<file path="src/rtl/bpwm_pkg.sv">
package bpwm_pkg;
    localparam int BYTE_W = 8;
    localparam int CNT_W  = 2 * BYTE_W;

    // Byte addresses; the upper/lower pairing is what the commit logic decodes
    localparam logic [BYTE_W-1:0] A_TMR_HI  = 8'hA1;
    localparam logic [BYTE_W-1:0] A_TMR_LO  = 8'hA2;
    localparam logic [BYTE_W-1:0] A_CTRL    = 8'hA3;
    localparam logic [BYTE_W-1:0] A_PER_LO  = 8'hA4;
    localparam logic [BYTE_W-1:0] A_PER_HI  = 8'hA5;
    localparam logic [BYTE_W-1:0] A_DUTY_LO = 8'hA6;
    localparam logic [BYTE_W-1:0] A_DUTY_HI = 8'hA7;

    localparam logic [CNT_W-1:0] TMR_NEVER = '1;

    typedef enum logic [1:0] {
        ST_IDLE  = 2'd0,
        ST_FREE  = 2'd1,
        ST_TIMED = 2'd2
    } run_st_e;
endpackage

</file>
<file path="src/rtl/bpwm_regs.sv">
module bpwm_regs
    import bpwm_pkg::*;
(
    input  logic              clk,
    input  logic              rst_n,
    input  logic              wr_en,
    input  logic [BYTE_W-1:0] wr_addr,
    input  logic [BYTE_W-1:0] wr_data,
    output logic [CNT_W-1:0]  per_o,
    output logic [CNT_W-1:0]  duty_o,
    output logic [CNT_W-1:0]  tmr_o,
    output logic [CNT_W-1:0]  tmr_nxt_o,
    output logic              hit_o,
    output logic              ctrl_wr_o,
    output logic              ctrl_bit_o
);
    localparam int NPAIR = 3;
    localparam logic [BYTE_W-1:0] LO_ADDR [NPAIR] = '{A_PER_LO, A_DUTY_LO, A_TMR_LO};
    localparam logic [BYTE_W-1:0] HI_ADDR [NPAIR] = '{A_PER_HI, A_DUTY_HI, A_TMR_HI};

    assign hit_o      = wr_en && (wr_addr >= A_TMR_HI) && (wr_addr <= A_DUTY_HI);
    assign ctrl_wr_o  = wr_en && (wr_addr == A_CTRL);
    assign ctrl_bit_o = wr_data[0];

    for (genvar g = 0; g < NPAIR; g++) begin : g_pair
        logic [BYTE_W-1:0] stage_q;
        logic [CNT_W-1:0]  live_q;
        logic [CNT_W-1:0]  live_d;

        always_comb begin
            live_d = live_q;
            if (wr_en && (wr_addr == LO_ADDR[g]))
                live_d = {stage_q, wr_data};
        end

        always_ff @(posedge clk or negedge rst_n) begin
            if (!rst_n) begin
                stage_q <= '0;
                live_q  <= '0;
            end else begin
                if (wr_en && (wr_addr == HI_ADDR[g]))
                    stage_q <= wr_data;
                live_q <= live_d;
            end
        end
    end

    assign per_o     = g_pair[0].live_q;
    assign duty_o    = g_pair[1].live_q;
    assign tmr_o     = g_pair[2].live_q;
    assign tmr_nxt_o = g_pair[2].live_d;

    // an upper-byte write alone leaves the live period untouched
    a_r3_hi_staged: assert property (@(posedge clk) disable iff (!rst_n)
        (wr_en && wr_addr == A_PER_HI) |=> $stable(per_o));

    // the lower-byte write lands in the live pulse width
    a_r3_lo_commit: assert property (@(posedge clk) disable iff (!rst_n)
        (wr_en && wr_addr == A_DUTY_LO) |=> (duty_o[BYTE_W-1:0] == $past(wr_data)));

    // out-of-range writes leave all live values as they were
    a_r10_out_of_range: assert property (@(posedge clk) disable iff (!rst_n)
        (wr_en && !hit_o) |=> ($stable(per_o) && $stable(duty_o) && $stable(tmr_o)));
endmodule

</file>
<file path="src/rtl/bpwm_autooff.sv">
module bpwm_autooff
    import bpwm_pkg::*;
#(
    parameter int TICKS_PER_MS = 8000
) (
    input  logic             clk,
    input  logic             rst_n,
    input  logic             hit_i,
    input  logic             ctrl_wr_i,
    input  logic             ctrl_bit_i,
    input  logic [CNT_W-1:0] tmr_nxt_i,
    output logic             run_o
);
    localparam int PRE_W = (TICKS_PER_MS > 1) ? $clog2(TICKS_PER_MS) : 1;
    localparam logic [PRE_W-1:0] PRE_LAST = PRE_W'(TICKS_PER_MS - 1);

    run_st_e          state_q, state_d, armed;
    logic [PRE_W-1:0] pre_q;
    logic [CNT_W-1:0] left_q;
    logic             ms_tick, expire;

    assign armed   = (tmr_nxt_i == TMR_NEVER) ? ST_FREE : ST_TIMED;
    assign ms_tick = (state_q == ST_TIMED) && !hit_i && (pre_q == PRE_LAST);
    assign expire  = ms_tick && (left_q <= CNT_W'(1));

    // next-state decision
    always_comb begin
        state_d = state_q;
        unique case (state_q)
            ST_IDLE: begin
                if (ctrl_wr_i && ctrl_bit_i) state_d = armed;        // start
            end
            ST_FREE, ST_TIMED: begin
                if (ctrl_wr_i && !ctrl_bit_i) state_d = ST_IDLE;     // stop
                else if (hit_i)               state_d = armed;       // rearm
                else if (expire)              state_d = ST_IDLE;     // expire
            end
            default: state_d = ST_IDLE;
        endcase
    end

    // state register
    always_ff @(posedge clk or negedge rst_n) begin
        if (!rst_n) state_q <= ST_IDLE;
        else        state_q <= state_d;
    end

    // countdown and prescaler
    always_ff @(posedge clk or negedge rst_n) begin
        if (!rst_n) begin
            pre_q  <= '0;
            left_q <= '0;
        end else begin
            if (hit_i || state_q != ST_TIMED) pre_q <= '0;
            else if (pre_q == PRE_LAST)       pre_q <= '0;
            else                              pre_q <= pre_q + 1'b1;

            if (hit_i)        left_q <= tmr_nxt_i;
            else if (expire)  left_q <= '0;
            else if (ms_tick) left_q <= left_q - 1'b1;
        end
    end

    // outputs
    always_comb run_o = (state_q != ST_IDLE);

    // a stop write always ends in IDLE
    a_r5_stop: assert property (@(posedge clk) disable iff (!rst_n)
        (ctrl_wr_i && !ctrl_bit_i) |=> !run_o);

    // FREE is left only through a write
    a_r7_free_holds: assert property (@(posedge clk) disable iff (!rst_n)
        (state_q == ST_FREE && !hit_i) |=> (state_q == ST_FREE));

    // with budget left the countdown cannot switch the output off
    a_r8_no_early_off: assert property (@(posedge clk) disable iff (!rst_n)
        (state_q == ST_TIMED && left_q > CNT_W'(1) && !hit_i) |=> (state_q == ST_TIMED));

    // every in-range write reloads the countdown
    a_r9_reload: assert property (@(posedge clk) disable iff (!rst_n)
        hit_i |=> (left_q == $past(tmr_nxt_i)));
endmodule

</file>
<file path="src/rtl/bpwm_wave.sv">
module bpwm_wave
    import bpwm_pkg::*;
(
    input  logic             clk,
    input  logic             rst_n,
    input  logic             run_i,
    input  logic [CNT_W-1:0] per_i,
    input  logic [CNT_W-1:0] duty_i,
    output logic             pwm_o
);
    logic [CNT_W-1:0] cnt_q;
    logic             wrap;

    assign wrap = (per_i == '0) || (cnt_q >= per_i - CNT_W'(1));

    always_ff @(posedge clk or negedge rst_n) begin
        if (!rst_n)            cnt_q <= '0;
        else if (!run_i || wrap) cnt_q <= '0;
        else                   cnt_q <= cnt_q + 1'b1;
    end

    always_comb pwm_o = run_i && (per_i != '0) && (cnt_q < duty_i);

    // the count returns to zero once it reaches the end of the period
    a_r2_wrap: assert property (@(posedge clk) disable iff (!rst_n)
        (run_i && per_i != '0 && cnt_q >= per_i - CNT_W'(1)) |=> (cnt_q == '0));

    // a fresh start begins a period at count zero
    a_r5_restart: assert property (@(posedge clk) disable iff (!rst_n)
        $rose(run_i) |-> (cnt_q == '0));

    // pulse width at or above a settled period gives a solid high
    a_r4_full: assert property (@(posedge clk) disable iff (!rst_n)
        (run_i && $past(run_i) && $stable(per_i) && per_i != '0 && duty_i >= per_i) |-> pwm_o);

    // a zero period parks the count
    a_r6_zero_period: assert property (@(posedge clk) disable iff (!rst_n)
        (per_i == '0) |=> (cnt_q == '0));
endmodule

</file>
<file path="src/rtl/bytereg_pwm.sv">
module bytereg_pwm
    import bpwm_pkg::*;
#(
    parameter int TICKS_PER_MS = 8000
) (
    input  logic        clk,
    input  logic        rst_n,
    input  logic        wr_en,
    input  logic [7:0]  wr_addr,
    input  logic [7:0]  wr_data,
    output logic        pwm_o
);
    logic [CNT_W-1:0] per, duty, tmr, tmr_nxt;
    logic             hit, ctrl_wr, ctrl_bit, run;

    bpwm_regs u_regs (
        .clk        (clk),
        .rst_n      (rst_n),
        .wr_en      (wr_en),
        .wr_addr    (wr_addr),
        .wr_data    (wr_data),
        .per_o      (per),
        .duty_o     (duty),
        .tmr_o      (tmr),
        .tmr_nxt_o  (tmr_nxt),
        .hit_o      (hit),
        .ctrl_wr_o  (ctrl_wr),
        .ctrl_bit_o (ctrl_bit)
    );

    bpwm_autooff #(.TICKS_PER_MS(TICKS_PER_MS)) u_off (
        .clk        (clk),
        .rst_n      (rst_n),
        .hit_i      (hit),
        .ctrl_wr_i  (ctrl_wr),
        .ctrl_bit_i (ctrl_bit),
        .tmr_nxt_i  (tmr_nxt),
        .run_o      (run)
    );

    bpwm_wave u_wave (
        .clk    (clk),
        .rst_n  (rst_n),
        .run_i  (run),
        .per_i  (per),
        .duty_i (duty),
        .pwm_o  (pwm_o)
    );

    // reset leaves the preload cleared and the output low
    a_r1_reset_low: assert property (@(posedge clk)
        !rst_n |=> (!pwm_o && tmr == '0));
endmodule

</file>
<file path="config.mk">
export PLATFORM = sky130hd
export DESIGN_NAME = bytereg_pwm
export DESIGN_NICKNAME = d
export VERILOG_FILES = /design/src/rtl/bpwm_pkg.sv /design/src/rtl/bpwm_regs.sv /design/src/rtl/bpwm_autooff.sv /design/src/rtl/bpwm_wave.sv /design/src/rtl/bytereg_pwm.sv
export SDC_FILE = /design/constraint.sdc
export NUM_CORES = 1
export LEC_CHECK = 0
export BUFFER_PORTS_ARGS = -buffer_cell sky130_fd_sc_hd__buf_2
export CELL_PAD_IN_SITES_DETAIL_PLACEMENT = 0
export CELL_PAD_IN_SITES_GLOBAL_PLACEMENT = 1
export CORE_ASPECT_RATIO = 0.9
export CORE_MARGIN = 1.5
export CORE_UTILIZATION = 51
export CTS_CLUSTER_DIAMETER = 100
export DETAILED_ROUTE_END_ITERATION = 10
export GPL_ROUTABILITY_DRIVEN = 0
export HOLD_SLACK_MARGIN = 0.03
export PLACE_DENSITY = 0.84
export SYNTH_ARGS = -nofsm -noshare
export SYNTH_HDL_FRONTEND = slang
export SYNTH_HIERARCHICAL = 1
export SYNTH_SLANG_ARGS = --single-unit
</file>
<file path="constraint.sdc">
create_clock -name clk -period 3.8 [get_ports clk]
set_input_delay 0.95 -clock clk [delete_from_list [all_inputs] [get_ports clk]]
set_output_delay 0.95 -clock clk [all_outputs]
set_load 0.05 [all_outputs]
</file>
Word-level counts from Yosys, hierarchy flattened. Cells that the tools add are included.

Magnitude comparators: 5. Multiplexer cells: 13. Eq/ne operators: 14. Reductions and logical operators: 29. Add/subtract/negate cells: 4.

Operators with widths (count): 16-bit 2-to-1 mux (5); 8-bit equality test (second input constant) (7); 16-bit by 1-bit subtractor with 16-bit output (second input constant) (2); 13-bit 2-to-1 mux (2); 16-bit by 1-bit adder with 16-bit output (second input constant) (1); 16-bit equality test (second input constant) (1); 16-bit greater-or-equal comparator (1); 16-bit by 1-bit <= comparator with 1-bit output (second input constant) (1); 1-bit logical AND (16); 16-bit logical NOT (1); 16-bit < comparator (1); 16-bit nonzero test (1); 13-bit by 1-bit adder with 13-bit output (second input constant) (1); 13-bit equality test (second input constant) (1); 2-bit 2-to-1 mux (5); 8-bit greater-or-equal comparator (second input constant) (1); 8-bit <= comparator (second input constant) (1); 4-bit by 1-bit != test with 1-bit output (second input constant) (1); 2-bit one-hot mux with 2 select lines (1); 1-bit logical NOT (3); 1-bit logical OR (3); 3-bit nonzero test (1); 2-bit by 1-bit equality test with 1-bit output (second input constant) (1); 2-bit equality test (second input constant) (1); other kinds (6) (6).

Input bits: 19. Register bits: 119. Word-level logic and storage cells: 75. Output and inout port bits: 1.

Depth between registers and ports, before layout.
Depth after elaboration: 11. Mapped depth: 13. Gate-level depth less buffers: 12.

By module. Netlist, hierarchy kept.

By module, submodules not included: bpwm_regs (area each 2879.0 µm², sequential area each 1801.7 µm², cells an instance 167, instances 1); bpwm_autooff (area each 1944.4 µm², sequential area each 775.7 µm², cells an instance 216, instances 1); bpwm_wave (area each 1762.9 µm², sequential area each 400.4 µm², cells an instance 203, instances 1).

Least setup slack after synthesis. OpenSTA, ideal clock, no wires.

Kind: reg2out. From: reg u_wave.cnt_q[7]. To: out pwm_o. Stages on the path, launching flop included: 7. Path slack: -54 ps. Path buffers: 0. Data arrival time: 2904 ps. Required time: 2850 ps. Cells stage by stage: dfrtp_1 ha_1 a211oi_1 nand2_1 o221ai_1 a21oi_1 nor4b_1.

Longest elaborated chain between the ends: 2.

RTL lines: start, declared (RTL line bpwm_wave.sv:11) `logic [CNT_W-1:0] cnt_q;`; start signal, assigned (RTL line bpwm_wave.sv:19) `else cnt_q <= cnt_q + 1'b1;`; 16-bit < comparator (RTL line bpwm_wave.sv:22) `always_comb pwm_o = run_i && (per_i != '0) && (cnt_q < duty_i);`; 1-bit logical AND (RTL line bpwm_wave.sv:22); end, declared (RTL line bytereg_pwm.sv:11) `output logic pwm_o`.

No other way between the ends.

Worst setup path after layout.
From: reg u_regs.g_pair[0].live_q[0], in the netlist u_regs/per_o[0]. To: out pwm_o.

Longest elaborated chain between the ends: 3.

RTL lines: start, declared (RTL line bpwm_regs.sv:27) `logic [CNT_W-1:0] live_q;`; start signal, assigned (RTL line bpwm_regs.sv:43) `live_q <= live_d;`; 16-bit nonzero test (RTL line bpwm_wave.sv:22); 1-bit logical AND (2 in series) (RTL line bpwm_wave.sv:22).

No other way between the ends.

==> run_results.csv <==
group,metric,value,unit
final_layout,fillCellCount,1014,
sta,slew_viol_final,0,
sta,slew-limit-headroom,46.2,%
placement,io_buffers,19,
final_layout,area_growth,14.0,%
detailed_routing,ant_nets,0,
floorplanning,coreArea,12600,um^2
global_route,antenna_found_initial,0,
power_and_ir_drop,power_leakage,0.00350,uW
power_and_ir_drop,power_density,497,nW/um^2
sta,fin_crit,3.68,ns
worst_setup_path,worstRegToRegCells,11,
sta,clock.fmax,0.272,GHz
sta,timing.setup.tns,0,ns
worst_setup_path,cp_cell_sequence,"inv_1, ha_1, or4b_2, o41ai_2, a21oi_1, nor4b_2, buf_2",
worst_setup_path,path_delay_family,"simple AND/OR/NAND/NOR gates",
final_layout,drive_gt1_share,24.9,%
detailed_routing,drt-initial-drc-count,323,
detailed_routing,drc_errors,0,
floorplanning,die-area,13600,um^2
synthesis,synth.distinct_cells,65,
sta,fin_skew,0.00761,ns
floorplanning,io_pins,20,
synthesis,synth_top_area_share,45.2,%
min_path,hold_path.class,"flop to flop",
synthesis,synth_top_cell_by_area,"dfrtp_1",
cts,cts_resized,0,
final_layout,layout_common_cells,"119 x dfrtp_1, 59 x nor2_1, 52 x mux2_2",
sta,hold_viol_final,0,
worst_setup_path,worst_ep_required_time,2.85,ns
synthesis,synthFlopType,"dfrtp_1",
cts,worstSkewPairLatency,0.42,ns
detailed_routing,vias,4643,
worst_setup_path,critPathMaxStageDelay,0.62,ns
sta,setup_viol,0,
cts,hold_buffers,0,
synthesis,syn_area,6590,um^2
floorplanning,start_util,52.1,%
worst_setup_path,cp-end-kind,"primary output",
cts,cts_root_buf,"clkbuf_16",
detailed_routing,wirelength,14700,um
sta,setup_slack,0.123,ns
flow_run,drv_cap,0,
cts,cts_buffer_depth,2,
outcome,status,"completed",
synthesis,ys_seq_area_share,45.2,%
power_and_ir_drop,ir_worst_vdd,0.302,mV
synthesis,ys_seq_elements,119,
final_layout,antenna_cells,0,
synthesis,syn-num-nets,644,
global_route,grt_usage,24.0,%
worst_setup_path,critical_path.slowest_cell,"or4b_2",
global_route,grt_pass1_wl,24800,um
cts,cts_tree,"built",
detailed_routing,wire_per_inst,18.6,um
min_path,whs_path_depth,1,
synthesis,syn_inst,586,
worst_setup_path,startpoint_type,"flop",
floorplanning,rows,39,
cts,cts_inserted_buffers,17,
global_route,grt_busiest_layer,"met2",
global_route,grt_max_degree,60,
synthesis,synthArstFlopShare,100,%
global_route,overflow,0,
floorplanning,die_y,111,um
cts,cts_setup_buffers,0,
final_layout,fin_nets,673,
power_and_ir_drop,power.total,3730,uW
synthesis,synthTopCellsByArea,"dfrtp_1 45%, mux2_2 8.9%, ha_1 7.4%, mux2_4 4.8%, nor2_1 3.4%",
detailed_routing,drtPass1Iterations,5,
cts,htree_levels,4,
cts,clkTransAtPathRegs,0.06,ns
detailed_routing,vias_per_cell,5.87,
final_layout,layout_commonest_cell,"dfrtp_1",
synthesis,ys_warn_count,6,
worst_setup_path,crit_path_max_fanout,5,
synthesis,synth_edf_count,0,
global_route,grt_use_met1,34.8,%
global_route,grtUsageMet3,5.71,%
cts,clock_sinks,119,
worst_setup_path,cp_num_cells,7,
floorplanning,fp.dieW,123,um
placement,placedCellCount,760,
sta,tightest_slew,0.799,ns
sta,finalCritPeriodShare,96.8,%
worst_setup_path,path_buf_inv,2,
worst_setup_path,arrival,2.73,ns
final_layout,final_util,59.4,%
sta,rsz0062_at_grt,"false",
final_layout,instances_no_fill,791,
global_route,grtUsageMet2,35.3,%
placement,hpwl,10300,um
placement,place_ws,0.312,ns
global_route,grt_pass1_vias,4708,
synthesis,syn_avg_cell_area,11.2,um^2
worst_setup_path,path_class,"flop to primary output",
routing by layer:
layer	part of all wire (%)	wire [um]
met5	0	0
met4	1.7	243
met3	4.9	727
met2	45	6670
met1	48	7060
per-stage QoR:
stage | instance area [um^2] | hold WS (ns)
2_1_floorplan | 6590 | 0.469
3_3_place_gp | 6860 | 0.484
3_5_place_dp | 6860 | 0.490
4_1_cts | 7510 | 0.503
5_1_grt | 7510 | 0.514
6_report | 7510 | 0.494
state kept, by name, summed over array words and instances (netlist names):
| register | flops |
|---|---|
| u_off/left_q | 16 |
| u_off/pre_q | 13 |
| u_regs/duty_o | 16 |
| u_regs/tmr_o | 16 |
| u_off/state_q | 2 |
| u_wave/cnt_q | 16 |
| u_regs/g_pair.stage_q | 24 |
| u_regs/per_o | 16 |
worst register-to-register path, delay by kind of cell (launching register included):
| family | cells | cell delay [ns] |
|---|---|---|
| xor+xnor | 1 | 0.11 |
| flops | 1 | 0.42 |
| fa+ha+maj | 1 | 0.32 |
| simple gates | 9 | 2.53 |
kinds of logic after synthesis:
| group | count (synthesis) | synth area share (%) |
|---|---|---|
| mux | 77 | 14.3 |
| simple gates | 189 | 16.7 |
| flops | 119 | 45.2 |
| buf+inv | 47 | 3.48 |
| xor+xnor | 39 | 5.19 |
| compound gates | 76 | 7.69 |
| fa+ha+maj | 39 | 7.41 |
where the power goes:
group	leakage, uW	switching [uW]	internal (uW)
clock	0.000311	586	1190
sequential	0.00160	96.4	1350
combinational	0.00158	288	219
final timing paths:
kind / from / to / slack [ns]
hold / removal: u_regs/g_pair[1].stage_q[6]$_DFFE_PN0P_ / u_regs/duty_o[14]$_DFFE_PN0P_ / 0.49
setup / recovery: u_regs/per_o[0]$_DFFE_PN0P_ / pwm_o / 0.12
min in group asynchronous: rst_n / u_off/left_q[6]$_DFFE_PN0P_ / 0.61
hold reg to reg: u_regs/g_pair[1].stage_q[6]$_DFFE_PN0P_ / u_regs/duty_o[14]$_DFFE_PN0P_ / 0.49
setup reg to reg: u_regs/per_o[2]$_DFFE_PN0P_ / u_wave/cnt_q[15]$_DFF_PN0_ / 0.29
max in group asynchronous: rst_n / u_wave/cnt_q[15]$_DFF_PN0_ / 2.41
synthesized netlist by cell type (all sizes together) (14+ instances only):
cell type / count
nor2: 59
ha: 39
a21oi: 24
nand2: 27
nor3: 14
nand3: 17
inv: 30
dfrtp: 119
xor2: 18
mux2: 73
o21ai: 14
xnor2: 21
layout make-up:
| cell class | instances | area [um^2] | share of cell area (%) |
|---|---|---|---|
| inverters | 30 | 113 | 1.50 |
| multi-input cells | 420 | 3390 | 45.2 |
| clock buffers | 19 | 453 | 6.03 |
| clock inverters | 12 | 200 | 2.67 |
| flip-flops and latches | 119 | 2980 | 39.6 |
| repair buffers | 27 | 170 | 2.27 |
| well taps | 164 | 205 | 2.73 |
Power figures use the tool's default switching activity.
